File: src/rtl/dct_pkg.sv
package dct_pkg;
    // kernel edge length; the chain and phase wiring is written for 3
    localparam int KS  = 3;
    // width of the shared step phase
    localparam int PHW = 2;
    // enabled edges from capture of sample J to presentation of result J
    localparam int LAT = 2 * KS + 1;
    // step phase held after reset (step index -2 modulo KS)
    localparam int PH_RST = KS - 2;
endpackage

File: src/rtl/dct_pe.sv
module dct_pe
    import dct_pkg::*;
#(
    parameter int DW = 8,
    parameter int SW = 24
) (
    input  logic                 clk,
    input  logic                 rst,
    input  logic                 en,
    input  logic                 is_end,
    input  logic signed [DW-1:0] f_in,
    input  logic signed [DW-1:0] w_in,
    input  logic signed [SW-1:0] psum_in,
    output logic signed [DW-1:0] f_q,
    output logic signed [DW-1:0] w_q,
    output logic signed [SW-1:0] sum_q
);
    localparam int PW = 2 * DW;
    localparam int LIM = KS * KS * (1 << (PW - 2));
    localparam logic signed [SW-1:0] LIM_S = SW'(LIM);

    typedef struct packed {
        logic signed [DW-1:0] f;
        logic signed [DW-1:0] w;
        logic signed [SW-1:0] acc;
        logic signed [SW-1:0] sum;
    } pe_st_t;

    pe_st_t st_q, st_d;
    logic signed [PW-1:0] prod;
    logic signed [SW-1:0] prod_x;

    always_comb begin
        prod   = st_q.f * st_q.w;
        prod_x = {{(SW - PW){prod[PW-1]}}, prod};
        st_d   = st_q;
        if (en) begin
            st_d.f = f_in;
            st_d.w = w_in;
            if (is_end) begin
                // last of three products: fold in the chain predecessor
                st_d.sum = st_q.acc + prod_x + psum_in;
                st_d.acc = '0;
            end else begin
                st_d.acc = st_q.acc + prod_x;
            end
        end
    end

    always_ff @(posedge clk) begin
        if (rst) st_q <= '0;
        else     st_q <= st_d;
    end

    assign f_q   = st_q.f;
    assign w_q   = st_q.w;
    assign sum_q = st_q.sum;

    AST_NO_OVERFLOW: assert property (@(posedge clk) disable iff (rst)
        (st_q.sum <= LIM_S) && (st_q.sum >= -LIM_S));
    AST_ACC_BOUND: assert property (@(posedge clk) disable iff (rst)
        (st_q.acc <= LIM_S) && (st_q.acc >= -LIM_S));
endmodule

File: src/rtl/dct_ctrl.sv
module dct_ctrl
    import dct_pkg::*;
#(
    parameter int VD = 6
) (
    input  logic           clk,
    input  logic           rst,
    input  logic           en,
    input  logic           band_in,
    output logic [PHW-1:0] ph,
    output logic           vld
);
    localparam int CW = 4;
    localparam logic [CW-1:0] CMAX = '1;

    typedef struct packed {
        logic [PHW-1:0] ph;
        logic [KS-2:0]  ex;   // sample n-1 / n-2 existed
        logic           bs;   // band flag of sample n-1
        logic [VD-1:0]  vl;   // validity line toward the output
        logic [CW-1:0]  cnt;  // captured samples, saturating
    } ctl_st_t;

    ctl_st_t st_q, st_d;
    logic    v_new;

    always_comb begin
        st_d  = st_q;
        v_new = st_q.ex[KS-2] & ~st_q.bs & ~band_in;
        if (en) begin
            st_d.ph  = (st_q.ph == PHW'(KS - 1)) ? '0 : st_q.ph + 1'b1;
            st_d.ex  = {st_q.ex[KS-3:0], 1'b1};
            st_d.bs  = band_in;
            st_d.vl  = {st_q.vl[VD-2:0], v_new};
            st_d.cnt = (st_q.cnt == CMAX) ? st_q.cnt : st_q.cnt + 1'b1;
        end
    end

    always_ff @(posedge clk) begin
        if (rst) begin
            st_q    <= '0;
            st_q.ph <= PHW'(PH_RST);
        end else begin
            st_q <= st_d;
        end
    end

    assign ph  = st_q.ph;
    assign vld = st_q.vl[VD-1];

    AST_PHASE_LEGAL: assert property (@(posedge clk) disable iff (rst)
        st_q.ph < PHW'(KS));
    AST_WARMUP: assert property (@(posedge clk) disable iff (rst)
        vld |-> (st_q.cnt >= CW'(LAT + 1)));
endmodule

File: src/rtl/dct_grid.sv
module dct_grid
    import dct_pkg::*;
#(
    parameter int DW = 8,
    parameter int SW = 24
) (
    input  logic                     clk,
    input  logic                     rst,
    input  logic                     en,
    input  logic [KS-1:0][DW-1:0]    f_col,
    input  logic [KS-1:0][DW-1:0]    w_row,
    input  logic [PHW-1:0]           ph,
    output logic [KS-1:0][SW-1:0]    last_row
);
    logic signed [DW-1:0] fq   [KS][KS];
    logic signed [DW-1:0] wq   [KS][KS];
    logic signed [SW-1:0] sq   [KS][KS];
    logic signed [DW-1:0] fin  [KS][KS];
    logic signed [DW-1:0] win  [KS][KS];
    logic signed [SW-1:0] pin  [KS][KS];
    logic [KS-1:0]        endv [KS];

    for (genvar r = 0; r < KS; r++) begin : g_row
        for (genvar c = 0; c < KS; c++) begin : g_col
            // cell (r,c) closes its group when the step phase is c+2 mod KS;
            // its chain predecessor sits one row up, one column left (wrapping)
            localparam int EC = (c + KS - 1) % KS;
            localparam int PC = (c + KS - 1) % KS;

            assign endv[r][c] = (ph == PHW'(EC));

            if (c == 0) begin : g_fl
                assign fin[r][c] = signed'(f_col[r]);
            end else begin : g_fi
                assign fin[r][c] = fq[r][c-1];
            end

            if (r == 0) begin : g_wt
                assign win[r][c] = signed'(w_row[c]);
                assign pin[r][c] = '0;
            end else begin : g_wi
                assign win[r][c] = wq[r-1][c];
                assign pin[r][c] = sq[r-1][PC];
            end

            dct_pe #(.DW(DW), .SW(SW)) u_pe (
                .clk     (clk),
                .rst     (rst),
                .en      (en),
                .is_end  (endv[r][c]),
                .f_in    (fin[r][c]),
                .w_in    (win[r][c]),
                .psum_in (pin[r][c]),
                .f_q     (fq[r][c]),
                .w_q     (wq[r][c]),
                .sum_q   (sq[r][c])
            );
        end

        assign last_row[r] = sq[KS-1][r];

        AST_ROW_ONE_END: assert property (@(posedge clk) disable iff (rst)
            $onehot(endv[r]));
        AST_FEAT_EXIT: assert property (@(posedge clk) disable iff (rst)
            en |=> (fq[r][KS-1] == $past(fq[r][KS-2])));
        AST_WGT_EXIT: assert property (@(posedge clk) disable iff (rst)
            en |=> (wq[KS-1][r] == $past(wq[KS-2][r])));
    end
endmodule

File: src/rtl/diag_conv_tile.sv
module diag_conv_tile
    import dct_pkg::*;
#(
    parameter int DW = 8,
    parameter int SW = 24
) (
    input  logic                 clk,
    input  logic                 rst,
    input  logic                 en,
    input  logic                 band_start,
    input  logic [KS*DW-1:0]     feat_col,
    input  logic [KS*DW-1:0]     wgt_row,
    output logic signed [SW-1:0] res_data,
    output logic                 res_vld
);
    localparam int VD = LAT - KS + 2;

    typedef struct packed {
        logic [KS-1:0][DW-1:0] lf;   // launch stage, features
        logic [KS-1:0][DW-1:0] lw;   // launch stage, weights
        logic [SW-1:0]         res;  // collect stage
    } top_st_t;

    top_st_t st_q, st_d;
    logic [PHW-1:0]        ph;
    logic [KS-1:0][SW-1:0] last_row;

    dct_ctrl #(.VD(VD)) u_ctrl (
        .clk     (clk),
        .rst     (rst),
        .en      (en),
        .band_in (band_start),
        .ph      (ph),
        .vld     (res_vld)
    );

    dct_grid #(.DW(DW), .SW(SW)) u_grid (
        .clk      (clk),
        .rst      (rst),
        .en       (en),
        .f_col    (st_q.lf),
        .w_row    (st_q.lw),
        .ph       (ph),
        .last_row (last_row)
    );

    always_comb begin
        st_d = st_q;
        if (en) begin
            st_d.lf  = feat_col;
            st_d.lw  = wgt_row;
            // the bottom cell whose chain closed last step sits in column ph
            st_d.res = last_row[ph];
        end
    end

    always_ff @(posedge clk) begin
        if (rst) st_q <= '0;
        else     st_q <= st_d;
    end

    assign res_data = st_q.res;

    AST_FREEZE: assert property (@(posedge clk) disable iff (rst)
        !en |=> ($stable(res_data) && $stable(res_vld)));
    AST_RESET_CLEAR: assert property (@(posedge clk)
        $past(rst) |-> (!res_vld && (res_data == '0)));
endmodule

File: config.mk
export PLATFORM = sky130hd
export DESIGN_NAME = diag_conv_tile
export DESIGN_NICKNAME = d
export VERILOG_FILES = /design/src/rtl/dct_pkg.sv /design/src/rtl/dct_pe.sv /design/src/rtl/dct_ctrl.sv /design/src/rtl/dct_grid.sv /design/src/rtl/diag_conv_tile.sv
export SDC_FILE = /design/constraint.sdc
export NUM_CORES = 2
export LEC_CHECK = 0
export BUFFER_PORTS_ARGS = -buffer_cell sky130_fd_sc_hd__buf_2
export CAP_MARGIN = 20
export CORE_MARGIN = 5
export CORE_UTILIZATION = 50
export DETAILED_ROUTE_END_ITERATION = 7
export MAX_ROUTING_LAYER = met4
export PLACE_DENSITY = 0.62
export SLEW_MARGIN = 20
export SYNTH_ARGS = -nofsm -noshare
export SYNTH_HDL_FRONTEND = slang
export SYNTH_SLANG_ARGS = --single-unit
File: constraint.sdc
create_clock -name clk -period 22.7 [get_ports clk]
set_clock_uncertainty 0.15 [all_clocks]
set_input_delay 3.405 -clock clk [delete_from_list [all_inputs] [get_ports clk]]
set_output_delay 3.405 -clock clk [all_outputs]
set_load 0.01 [all_outputs]
==> metrics.sh <==
DIE_X_UM=374
GR-USAGE-ALL-LAYERS=0.259
POST_CTS_HOLD_BUFFER_COUNT=0
SYNTHESIZED_INSTANCE_COUNT=7128
SLEW_VIOLATIONS=0
FINALWEIGHTEDCONGESTION=0.936
GRT_MAX_DEGREE=90
GRT_PASS1_WL_UM=281000
OUTCOME='completed'
CRITPATHKIND='register to register'
POWER.STATIC_LEAKAGE_nW=35.8
DIEAREA_UM2=140000
TIMING_WORST_SLEW_PIN_VALUE_NS=0.998
PLACED_CELLS=8677
LAYOUT.CELLS.NON_FILLER=8830
WIRELENGTH_UM=175000
YOSYS_MOST_USED_DFF='sky130_fd_sc_hd__dfxtp_1'
POWER-PER-CELL-AREA_nW_PER_UM2=40.8
MIN_PATH_TYPE='register to register'
CLK_ROOT_BUFFER_CELL='sky130_fd_sc_hd__clkbuf_16'
COREAREA_UM2=132000
DETAILROUTE.VIA_COUNT=48400
NUMCTSBUFFERS=83
FIRST_GLOBAL_VIAS=49800
AREA.SEQUENTIAL_UM2=13200
FLOORPLAN.IO_PINS=77
ROUTED_VIA_DENSITY=5.48
HOLD_VIOLATIONS=0
SYNTH_SEQ_CELLS=659
INSERTION_DELAY_NS=0.69
CTS_RESIZED=0
SYNTHTOLAYOUTAREAGROWTH_PCT=6.86
CLOCK_INPUT_TRANSITION_AT_THE_SEQUENTIAL_CELLS_OF_THE_WORST_SETUP_AND_HOLD_PATHS_NS=0.06
FLOORPLAN.INITIALDENSITY=0.503
DRC_VIOLATION_COUNT_AFTER_ROUTING=0
YS.WARNINGS.COUNT=0
YOSYSUNIQUECELLTYPES=81
WORSTSETUPENDPOINTTYPE='register'
GRT_SETUP_UNREPAIRED='no'
ASYNCSETRESETFLOPFRACSYNTH=0
NETLIST_AREA_UM2=66300
NUM-FILL-CELLS=12100
WIRE_PER_INST_UM=19.8
HPWL_UM=139000
POST-ROUTE-MIN-PERIOD_NS=8.13
GLOBALROUTE.TOTALOVERFLOW=0
EDFF_COUNT_SYNTH=0
POWER.IR.VDD_WORST_mV=0.0548
NETS=8649
DIEHEIGHT_UM=374
FINAL_LAYOUT_SIZE_SUFFIX_GT1_FRAC=0.0414
MAX_CAPACITANCE_VIOLATION_COUNT=0
SYNTHESIS.AREA_PER_INSTANCE_UM2=9.29
SYNTH.NET_COUNT=8770
YS_SEQ_AREA_FRAC=0.199
SETUP_VIOLATIONS=0
FIN_TNS_SETUP_NS=0
MAX_FREQ_MHz=123
SLEW_HEADROOM=0.335
CTS_POST_SETUP_BUFFERS_INSERTED=0
CP.ARRIVAL_NS=8.59
DRTITER0DRC=3132
ANTENNA_VIOLATING_NETS_REMAINING=0
CTSHTREEMAXLEVEL=3
CLK_PATH_BUF_DEPTH=3
CRIT_PATH_MAX_FANOUT=17
CLOCK-SINKS=659
MULTI_INPUT_COMB_AREA_UM2=48100
INITIAL_ANTENNA_VIOLATION_COUNT=6
LAYOUT_WORST_PATH_CYCLE_SHARE=0.358
FINISH.UTILIZATION=0.538
DETAILEDROUTE.FIRSTPASSITERATIONCOUNT=6
CTS_TREE='built'
TIMING.CRITICAL_PATH.FROM_TYPE='register'
REQUIRED_NS=23.16
ROW_COUNT=133
COUNT_OF_BUFFERS_INSERTED_AT_THE_TOP_LEVEL_PORTS=76
[worst paths after layout]
check,start,end,slack (ns),cells past startpoint
hold reg to reg,u_grid.g_row[2].g_col[2].u_pe.sum_q[4]$_SDFFE_PP0P_,u_grid.g_row[2].g_col[2].u_pe.sum_q[4]$_SDFFE_PP0P_,0.30,2
setup / recovery,u_grid.g_row[1].g_col[0].u_pe.w_q[0]$_SDFFE_PP0P_,u_grid.g_row[1].g_col[0].u_pe.sum_q[23]$_SDFFE_PP0P_,14.57,27
hold / removal,u_grid.g_row[2].g_col[2].u_pe.sum_q[4]$_SDFFE_PP0P_,u_grid.g_row[2].g_col[2].u_pe.sum_q[4]$_SDFFE_PP0P_,0.30,2
setup reg to reg,u_grid.g_row[1].g_col[0].u_pe.w_q[0]$_SDFFE_PP0P_,u_grid.g_row[1].g_col[0].u_pe.sum_q[23]$_SDFFE_PP0P_,14.57,27
[sequential cells by signal, indices dropped and copies added (netlist names)]
register and count:
u_grid.g_row.g_col.u_pe.w_q 72, u_grid.g_row.g_col.u_pe.sum_q 216, res_data 24, u_ctrl.st_q 8
u_ctrl.ph 2, st_q 48, u_grid.g_row.g_col.u_pe.st_q 216, u_grid.g_row.g_col.u_pe.f_q 72
u_ctrl.vld 1
[kinds of logic after synthesis]
group / synth area share
AO/OA/AOI/OAI: 0.119
XOR/XNOR: 0.0437
adder cells (fa/ha/maj): 0.407
buffers and inverters: 0.0759
flip-flops: 0.199
multiplexers: 0.0328
AND/OR/NAND/NOR: 0.122
[worst max-delay path, stage by stage, from the launching register on]
cell	delay, ns
sky130_fd_sc_hd__dfxtp_1	0.53
sky130_fd_sc_hd__and2_2	0.61
sky130_fd_sc_hd__inv_1	0.14
sky130_fd_sc_hd__fa_1	0.50
sky130_fd_sc_hd__inv_1	0.06
sky130_fd_sc_hd__fa_1	0.49
sky130_fd_sc_hd__fa_1	0.57
sky130_fd_sc_hd__fa_1	0.43
sky130_fd_sc_hd__fa_1	0.44
sky130_fd_sc_hd__ha_1	0.32
sky130_fd_sc_hd__o21a_1	0.12
sky130_fd_sc_hd__o21ai_0	0.23
sky130_fd_sc_hd__a21oi_1	0.13
sky130_fd_sc_hd__o21a_1	0.22
sky130_fd_sc_hd__o21a_1	0.20
sky130_fd_sc_hd__o31ai_1	0.40
sky130_fd_sc_hd__nand2_1	0.09
sky130_fd_sc_hd__o311ai_0	0.55
sky130_fd_sc_hd__ha_1	0.37
sky130_fd_sc_hd__a21oi_1	0.15
sky130_fd_sc_hd__nor2b_1	0.05
sky130_fd_sc_hd__o21ai_0	0.14
sky130_fd_sc_hd__nand2b_1	0.07
sky130_fd_sc_hd__a41oi_1	0.32
sky130_fd_sc_hd__a2111oi_0	0.18
sky130_fd_sc_hd__a311o_1	0.31
sky130_fd_sc_hd__xnor2_1	0.13
sky130_fd_sc_hd__o21ai_0	0.14
[layout make-up]
class / instances / share of cell area
Tap cell: 1755 / 0.0310
Timing Repair Buffer: 115 / 0.00997
Multi-Input combinational cell: 5153 / 0.679
Clock buffer: 108 / 0.0331
Clock inverter: 40 / 0.00742
Sequential cell: 659 / 0.186
Antenna cell: 5 / 0.000177
Inverter: 995 / 0.0528
[through the flow]
step | hold slack, ns | cell area, um^2 | setup WS [ns] | total power (W)
4_1_cts | 0.301 | 70800 | 14.09 | 0.00292
3_3_place_gp | 0.289 | 67900 | 14.19 | 0.00149
2_1_floorplan | 0.275 | 66300 | 15.02 | 0.00141
6_report | 0.302 | 70800 | 14.57 | 0.00289
5_1_grt | 0.315 | 70800 | 14.08 | 0.00300
3_5_place_dp | 0.293 | 67900 | 14.12 | 0.00150
[metal layers]
metal / up-vias / wire length (um) / GRT usage
met5: - / 0 / -
met4: 0 / 5480 / 0.0723
met3: 232 / 10000 / 0.0394
met2: 1021 / 81200 / 0.410
met1: 24200 / 78400 / 0.350
li1: 22900 / - / -
[placed cells by master (no fill, tap or decap), types with 43 or more instances in the layout]
| cell type | count |
|---|---|
| sky130_fd_sc_hd__inv_1 | 988 |
| sky130_fd_sc_hd__fa_1 | 942 |
| sky130_fd_sc_hd__dfxtp_1 | 658 |
| sky130_fd_sc_hd__ha_1 | 648 |
| sky130_fd_sc_hd__nand2_1 | 647 |
| sky130_fd_sc_hd__nor2_1 | 618 |
| sky130_fd_sc_hd__a21oi_1 | 397 |
| sky130_fd_sc_hd__and2_1 | 283 |
| sky130_fd_sc_hd__xnor2_1 | 253 |
| sky130_fd_sc_hd__mux2i_1 | 217 |
| sky130_fd_sc_hd__a22oi_1 | 175 |
| sky130_fd_sc_hd__o21ai_0 | 148 |
| sky130_fd_sc_hd__a21o_1 | 92 |
| sky130_fd_sc_hd__clkbuf_16 | 85 |
| sky130_fd_sc_hd__xor2_1 | 76 |
| sky130_fd_sc_hd__buf_2 | 74 |
| sky130_fd_sc_hd__a211oi_1 | 58 |
| sky130_fd_sc_hd__nand2b_1 | 57 |
| sky130_fd_sc_hd__nand3_1 | 55 |
| sky130_fd_sc_hd__a22o_1 | 50 |
| sky130_fd_sc_hd__o21a_1 | 43 |
[where the power goes]
| group | internal (W) | leakage, nW | total [W] | switching (W) |
|---|---|---|---|---|
| registers | 0.00118 | 5.33 | 0.00121 | 0.0000342 |
| logic | 0.0000885 | 29.1 | 0.000262 | 0.000173 |
| clock network | 0.000845 | 1.38 | 0.00142 | 0.000572 |
| total | 0.00211 | 35.8 | 0.00289 | 0.000780 |
[cells in the mapped netlist, drive strengths merged, types with 5 or more instances]
| cell | instances | area, um^2 |
|---|---|---|
| o21a | 43 | 323 |
| nor4 | 6 | 37.5 |
| clkbuf | 251 | 942 |
| nor2 | 623 | 2340 |
| xor2 | 76 | 666 |
| nor2b | 30 | 188 |
| inv | 989 | 3710 |
| o2111ai | 7 | 61.3 |
| and3 | 10 | 62.6 |
| nor3 | 34 | 170 |
| mux2i | 217 | 2170 |
| a21oi | 398 | 2000 |
| a21boi | 8 | 60.1 |
| o211ai | 26 | 195 |
| o31ai | 13 | 103 |
| a22oi | 175 | 1310 |
| and2 | 287 | 1800 |
| a22o | 50 | 438 |
| buf | 70 | 353 |
| ha | 648 | 8110 |
| dfxtp | 659 | 13200 |
| or2 | 7 | 43.8 |
| a311oi | 10 | 87.6 |
| o21bai | 35 | 263 |
| o41a | 6 | 67.6 |
| a31o | 7 | 61.3 |
| o21ai | 154 | 771 |
| or3 | 22 | 138 |
| nand2b | 57 | 357 |
| o221ai | 20 | 175 |
| xnor2 | 254 | 2230 |
| a211o | 12 | 105 |
| a211oi | 58 | 435 |
| nand2 | 652 | 2450 |
| fa | 942 | 18900 |
| a31oi | 22 | 144 |
| nand3 | 55 | 275 |
| clkinv | 6 | 22.5 |
| a221oi | 5 | 61.3 |
| nand4 | 18 | 113 |
| a2111oi | 10 | 95.1 |
| o31a | 5 | 43.8 |
| a21o | 92 | 691 |
No activity file was read; power rests on OpenSTA's default activity.
